## src/rtl/pgw_pkg.sv

```systemverilog
package pgw_pkg;

    typedef enum logic [1:0] {
        K_WR_DIR = 2'd0,
        K_WR_OUT = 2'd1,
        K_PREFIX = 2'd2,
        K_TEST   = 2'd3
    } kind_e;

    typedef enum logic [2:0] {
        S_LOW   = 3'd0,
        S_HIGH  = 3'd1,
        S_C     = 3'd2,
        S_NC    = 3'd3,
        S_Z     = 3'd4,
        S_NZ    = 3'd5,
        S_RAND  = 3'd6,
        S_FLIP  = 3'd7
    } src_e;

    typedef enum logic {
        ST_PLAIN = 1'b0,
        ST_ARMED = 1'b1
    } seq_e;

endpackage

```

## src/rtl/pgw_lfsr.sv

```systemverilog
module pgw_lfsr #(
    parameter int          LW   = 32,
    parameter logic [31:0] TAPS = 32'h8020_0003,
    parameter logic [31:0] SEED = 32'h0000_0001
) (
    input  logic          clk,
    input  logic          rst_n,
    output logic [LW-1:0] state
);
    logic [LW-1:0] nxt;

    always_comb begin
        nxt = state >> 1;
        if (state[0]) begin
            nxt = nxt ^ TAPS[LW-1:0];
        end
    end

    always_ff @(posedge clk or negedge rst_n) begin
        if (!rst_n) begin
            state <= SEED[LW-1:0];
        end else begin
            state <= nxt;
        end
    end
endmodule

```

## src/rtl/pgw_span.sv

```systemverilog
module pgw_span #(
    parameter int HW = 32,
    localparam int CW = $clog2(HW)
) (
    input  logic [CW-1:0] base,
    input  logic [CW-1:0] count,
    input  logic [HW-1:0] rnd_src,
    output logic [HW-1:0] hit,
    output logic [HW-1:0] rnd
);
    for (genvar j = 0; j < HW; j++) begin : g_pin
        logic [CW-1:0] ofs;
        assign ofs    = CW'(j) - base;
        assign hit[j] = (ofs <= count);
        assign rnd[j] = rnd_src[ofs];
    end
endmodule

```

## src/rtl/pgw_seq.sv

```systemverilog
module pgw_seq
    import pgw_pkg::*;
#(
    parameter int HW = 32,
    localparam int CW = $clog2(HW)
) (
    input  logic          clk,
    input  logic          rst_n,
    input  logic          cmd_valid,
    input  logic [1:0]    cmd_kind,
    input  logic [CW-1:0] pre_cnt,
    input  logic [CW-1:0] arg_cnt,
    output logic [CW-1:0] eff_cnt,
    output seq_e          state
);
    seq_e          nstate;
    logic [CW-1:0] ovr_q;
    logic          is_pre;
    logic          is_grp;

    assign is_pre = cmd_valid && (kind_e'(cmd_kind) == K_PREFIX);
    assign is_grp = cmd_valid && ((kind_e'(cmd_kind) == K_WR_DIR) ||
                                  (kind_e'(cmd_kind) == K_WR_OUT));

    always_comb begin
        nstate = state;
        unique case (state)
            ST_PLAIN: if (is_pre) nstate = ST_ARMED;      // T_ARM
            ST_ARMED: if (is_grp) nstate = ST_PLAIN;      // T_USE
                      else        nstate = ST_ARMED;      // T_RELOAD / T_HOLD
        endcase
    end

    always_ff @(posedge clk or negedge rst_n) begin
        if (!rst_n) begin
            state <= ST_PLAIN;
            ovr_q <= '0;
        end else begin
            state <= nstate;
            if (is_pre) begin
                ovr_q <= pre_cnt;
            end
        end
    end

    always_comb begin
        unique case (state)
            ST_PLAIN: eff_cnt = arg_cnt;
            ST_ARMED: eff_cnt = ovr_q;
        endcase
    end
endmodule

```

## src/rtl/pgw_writer.sv

```systemverilog
module pgw_writer
    import pgw_pkg::*;
#(
    parameter int HW = 32,
    localparam int CW  = $clog2(HW),
    localparam int BW  = CW + 1,
    localparam int AW  = BW + CW,
    localparam int NP  = 2 * HW
) (
    input  logic          clk,
    input  logic          rst_n,
    input  logic          cmd_valid,
    input  logic [1:0]    cmd_kind,
    input  logic [2:0]    cmd_src,
    input  logic [AW-1:0] cmd_arg,
    input  logic          flag_c_in,
    input  logic          flag_z_in,
    input  logic [NP-1:0] pin_in,
    output logic [NP-1:0] pin_dir,
    output logic [NP-1:0] pin_out,
    output logic          rsp_valid,
    output logic          rsp_c,
    output logic          rsp_z
);
    logic [HW-1:0] dir_q [2];
    logic [HW-1:0] out_q [2];

    logic          half;
    logic [CW-1:0] lbase;
    logic [CW-1:0] eff_cnt;
    seq_e          seq_state;
    logic [HW-1:0] lfsr;
    logic [HW-1:0] hit;
    logic [HW-1:0] rnd;
    logic [HW-1:0] old_half;
    logic [HW-1:0] new_half;
    logic          grp;
    logic          to_out;
    logic          old_bit;
    logic          test_bit;
    kind_e         kind;

    assign kind   = kind_e'(cmd_kind);
    assign half   = cmd_arg[BW-1];
    assign lbase  = cmd_arg[CW-1:0];
    assign grp    = cmd_valid && ((kind == K_WR_DIR) || (kind == K_WR_OUT));
    assign to_out = (kind == K_WR_OUT);

    pgw_lfsr #(.LW(HW)) u_lfsr (
        .clk   (clk),
        .rst_n (rst_n),
        .state (lfsr)
    );

    pgw_seq #(.HW(HW)) u_seq (
        .clk       (clk),
        .rst_n     (rst_n),
        .cmd_valid (cmd_valid),
        .cmd_kind  (cmd_kind),
        .pre_cnt   (cmd_arg[CW-1:0]),
        .arg_cnt   (cmd_arg[AW-1:BW]),
        .eff_cnt   (eff_cnt),
        .state     (seq_state)
    );

    pgw_span #(.HW(HW)) u_span (
        .base    (lbase),
        .count   (eff_cnt),
        .rnd_src (lfsr),
        .hit     (hit),
        .rnd     (rnd)
    );

    always_comb begin
        old_half = to_out ? out_q[half] : dir_q[half];
        old_bit  = old_half[lbase];
        test_bit = pin_in[cmd_arg[BW-1:0]] ^ cmd_src[1];
        for (int j = 0; j < HW; j++) begin
            logic v;
            unique case (src_e'(cmd_src))
                S_LOW:  v = 1'b0;
                S_HIGH: v = 1'b1;
                S_C:    v = flag_c_in;
                S_NC:   v = ~flag_c_in;
                S_Z:    v = flag_z_in;
                S_NZ:   v = ~flag_z_in;
                S_RAND: v = rnd[j];
                S_FLIP: v = ~old_half[j];
            endcase
            new_half[j] = hit[j] ? v : old_half[j];
        end
    end

    always_ff @(posedge clk or negedge rst_n) begin
        if (!rst_n) begin
            dir_q[0]  <= '0;
            dir_q[1]  <= '0;
            out_q[0]  <= '0;
            out_q[1]  <= '0;
            rsp_valid <= 1'b0;
            rsp_c     <= 1'b0;
            rsp_z     <= 1'b0;
        end else begin
            rsp_valid <= cmd_valid && (kind != K_PREFIX);
            if (grp) begin
                if (to_out) out_q[half] <= new_half;
                else        dir_q[half] <= new_half;
                rsp_c <= old_bit;
                rsp_z <= old_bit;
            end else if (cmd_valid && (kind == K_TEST)) begin
                rsp_c <= cmd_src[0] ? flag_c_in : test_bit;
                rsp_z <= cmd_src[0] ? test_bit  : flag_z_in;
            end
        end
    end

    assign pin_dir = {dir_q[1], dir_q[0]};
    assign pin_out = {out_q[1], out_q[0]};

    logic unused_ok;
    assign unused_ok = ^{seq_state};
endmodule

```

## config.mk

```make
export PLATFORM = sky130hd
export DESIGN_NAME = pgw_writer
export DESIGN_NICKNAME = d
export VERILOG_FILES = /design/src/rtl/pgw_pkg.sv /design/src/rtl/pgw_lfsr.sv /design/src/rtl/pgw_span.sv /design/src/rtl/pgw_seq.sv /design/src/rtl/pgw_writer.sv
export SDC_FILE = /design/constraint.sdc
export NUM_CORES = 1
export LEC_CHECK = 0
export ABC_AREA = 1
export CORE_ASPECT_RATIO = 0.75
export CORE_UTILIZATION = 45
export DETAILED_ROUTE_END_ITERATION = 10
export DONT_BUFFER_PORTS = 1
export GPL_TIMING_DRIVEN = 0
export HOLD_SLACK_MARGIN = 0.08
export PLACE_DENSITY_LB_ADDON = 0.08
export SYNTH_ARGS = -nofsm -noshare
export SYNTH_HDL_FRONTEND = slang
export SYNTH_HIERARCHICAL = 1
export SYNTH_SLANG_ARGS = --single-unit
```

## constraint.sdc

```tcl
create_clock -name clk -period 5.65 [get_ports clk]
set_input_delay 0.2825 -clock clk [delete_from_list [all_inputs] [get_ports clk]]
set_output_delay 0.2825 -clock clk [all_outputs]
set_load 0.005 [all_outputs]
```

==> impl_metrics.csv <==
group,metric,value,unit
synth,async_flop_share,100,%
drt,drc,8,
sta,maxSlewViolCount,0,
critical_path,crit_end,"pin_out[41]",
clock_tree,clock-sinks,169,
critical_path,crit_required,6.00,ns
floorplan,dieArea,32100,um2
clock_tree,post-cts-setup-buffer-count,0,
critical_path,crit-reg2reg-capture,"pin_out[41]",
clock_tree,htreeDepth,4,
final_layout,layout-drive-gt1-share,11.2,%
sta,timing.fmax,0.270,GHz
synth,synth_top_area_share,29.8,%
critical_path,r2r_slack,1.95,ns
drt,dr_wl_met2,23300,um
final_layout,areaGrowthSynthToFinish,9.18,%
sta,min_period_over_period,65.5,%
floorplan,io_pins,216,
sta,hold_ws,0.110,ns
clock_tree,clkLatencyLatePin,0.47,ns
critical_path,worstPathMaxFanout,32,
clock_tree,clk_pin_slew,0.08,ns
drt,avgRoutedWirePerCell,22.6,um
sta,tightest_slew,1.29,ns
final_layout,multi_input_area,8300,um2
grt,antenna_found_initial,0,
critical_path,worst-setup-path-type,"flop to flop",
grt,grt_max_degree,170,
critical_path,slowest_stage,"inv_1",
synth,synth.avg_cell_area,6.91,um2
placed_design,gp_congestion,0.958,
drt,firstDrtPassIters,9,
clock_tree,cts_buffers,17,
grt,grt_pass1_vias,14100,
pwr,p_leak,0.00745,uW
synth,synth_top_area_cell,"dfrtp_1",
sta,rsz0062_at_grt,"no",
drt,vias,15200,
synth,synth_edf_count,0,
synth,post-synth-top-count-cell,"nand2_1",
run,max_cap_violations,0,
floorplan,die_w,207,um
synth,ys_seq_elements,169,
clock_tree,clockBufferDepth,2,
sta,finalSetupViolCount,0,
synth,netlist_top_cells_count,"nand2_1 (549), nand3_1 (490), inv_1 (179), dfrtp_1 (168), o21ai_0 (150)",
sta,fin_setup_tns,0,ns
sta,fin_crit,3.70,ns
placed_design,placed_cells,2441,
pwr,ir_drop,0.195,mV
synth,syn_nets,2203,
sta,hold_viol_final,0,
status,status,"complete, but fails checks",
placed_design,io_buffer_count,0,
drt,vias_per_cell,6.10,
grt,grt_pass1_wl,84900,um
critical_path,crit_path_end_kind,"flop",
drt,wl_met3,6540,um
clock_tree,ctsResizeCount,0,
sta,maxSlewHeadroom,13.9,%
drt,drt_wl_total,56500,um
final_layout,seq_area,4230,um2
drt,drt-met1-wl,25600,um
pwr,fin_total_pwr,5130,uW
critical_path,path_cells,"buf_2 -> nand2_1 -> o21ai_1 -> inv_1 -> ha_1 -> inv_1 -> o21ai_0 -> o21ai_1 -> mux2_2",
final_layout,layout.cells.non_filler,2493,
clock_tree,root_buffer,"clkbuf_16",
clock_tree,cts_hold_buf,20,
critical_path,cpPeakStageDelay,0.92,ns
final_layout,nets,2242,
critical_path,start_kind,"flop",
grt,grtUsageTotal,35.6,%
drt,drtAntennaViolNets,0,
drt,drt_iter0_drc,2018,
synth,yosysUniqueCellTypes,36,
sta,fin_worst_skew,0.0143,ns
pwr,power_density,333,nW/um2
critical_path,arrival,4.05,ns
placed_design,hpwlAfterDp,44700,um
status,violations,"DRC",
floorplan,coreArea,30500,um2
synth,syn_area,14100,um2
floorplan,die_h,155,um
critical_path,timing.rr.start,"u_seq/state",
final_layout,fill_cells,3105,
floorplan,std_cell_rows,55,
critical_path,startpoint,"u_seq/state",
synth,postSynthCellCount,2042,
drt,highest_layer,"met4",
floorplan,initial_core_util,46.3,%
critical_path,rr_worst_depth,9,
final_layout,num_antenna_cells,0,
clock_tree,cts_tree,"done",
synth,ys_seq_area_share,30.0,%
synth,synthFlopType,"dfrtp_1",
synth,ys_top_cells_by_area,"dfrtp_1 (30%), nand3_1 (17%), nand2_1 (15%)",
min_path,min_path_type,"input pin to flop",
grt,gr-total-overflow,0,
synth,yosysWarnings,6,
==> worst min path at each step <==
stage | startpoint | end | slack [ns] | cells after the start
floorplan | rst_n | pin_dir[0] | -0.01 | 0
global placement | rst_n | u_lfsr/state[6] | -0.004 | 0
detailed placement | rst_n | u_lfsr/state[12] | -0.002 | 0
CTS | cmd_src[1] | rsp_c | 0.10 | 5
global route | cmd_kind[0] | u_seq/ovr_q[0] | 0.12 | 3
finish | cmd_src[1] | rsp_c | 0.11 | 5
==> cells in the final DEF (no fill, tap or decap), types with 11 or more instances in the layout <==
master and count:
nand4_1 69, inv_2 17, ha_1 76, mux2_2 38, a21oi_1 35, clkbuf_1 23, nand3_1 490, clkbuf_16 17
dfrtp_1 168, o21ai_1 36, inv_1 179, buf_6 19, dlygate4sd3_1 19, o211ai_1 12, nand2_1 549, o21ai_0 150
o21ai_2 11, buf_4 43, buf_2 39, and2_1 31
==> worst max-delay path, delay by kind of cell, from the launching register on <==
kind                     cells  cell delay [ns]
AO/OA/AOI/OAI                3             1.25
buffers and inverters        3             1.16
multiplexers                 1             0.36
flip-flops                   1             0.38
adder cells (fa/ha/maj)      1             0.36
AND/OR/NAND/NOR              1             0.07
==> kinds of logic after synthesis <==
| kind of cell | Yosys count | share of synthesized area [%] |
|---|---|---|
| AOI/OAI and AO/OA | 252 | 9.58 |
| muxes | 38 | 3.03 |
| buffers and inverters | 326 | 11.3 |
| DFF | 169 | 30.0 |
| and+or+nand+nor | 1165 | 37.7 |
| xor gates and xnor gates | 16 | 1.68 |
| adders and majority gates | 76 | 6.73 |
==> area by class of cell <==
class                   instances  area share, %
inverters                     202           5.01
clock buffers                  17           2.76
well taps                     399           3.24
clock inverters                15          0.998
plain buffers                 124           5.31
repair buffers                 20           1.41
multi-input cells            1547           53.8
flip-flops and latches        169           27.4
==> power breakdown <==
part           total [uW]  internal (uW)  switching [uW]
Clock                1210            590             617
Combinational        1990            669            1320
Sequential           1940           1550             383
==> through the flow <==
stage	utilization [%]	worst slack, ns	area [um2]
floorplan	-	3.06	14100
global placement	48.0	2.05	14600
detailed placement	48.0	2.03	14600
CTS	50.6	2.07	15400
global route	50.6	1.85	15400
finish	50.6	1.95	15400
==> state kept, by name (all words and copies together), names as in the netlist <==
signal and flops:
rsp_valid 1, rsp_z 1, u_seq/ovr_q 5, pin_dir 64, pin_out 64, u_seq/state 1, u_lfsr/state 32, rsp_c 1
==> routing by layer <==
metal,up-vias,GRT usage [%]
li1,6946,-
met1,7277,53.2
met2,902,50.6
met3,77,8.73
met4,0,8.65
met5,-,0
Note: power is estimated with default switching activity, not from simulation.
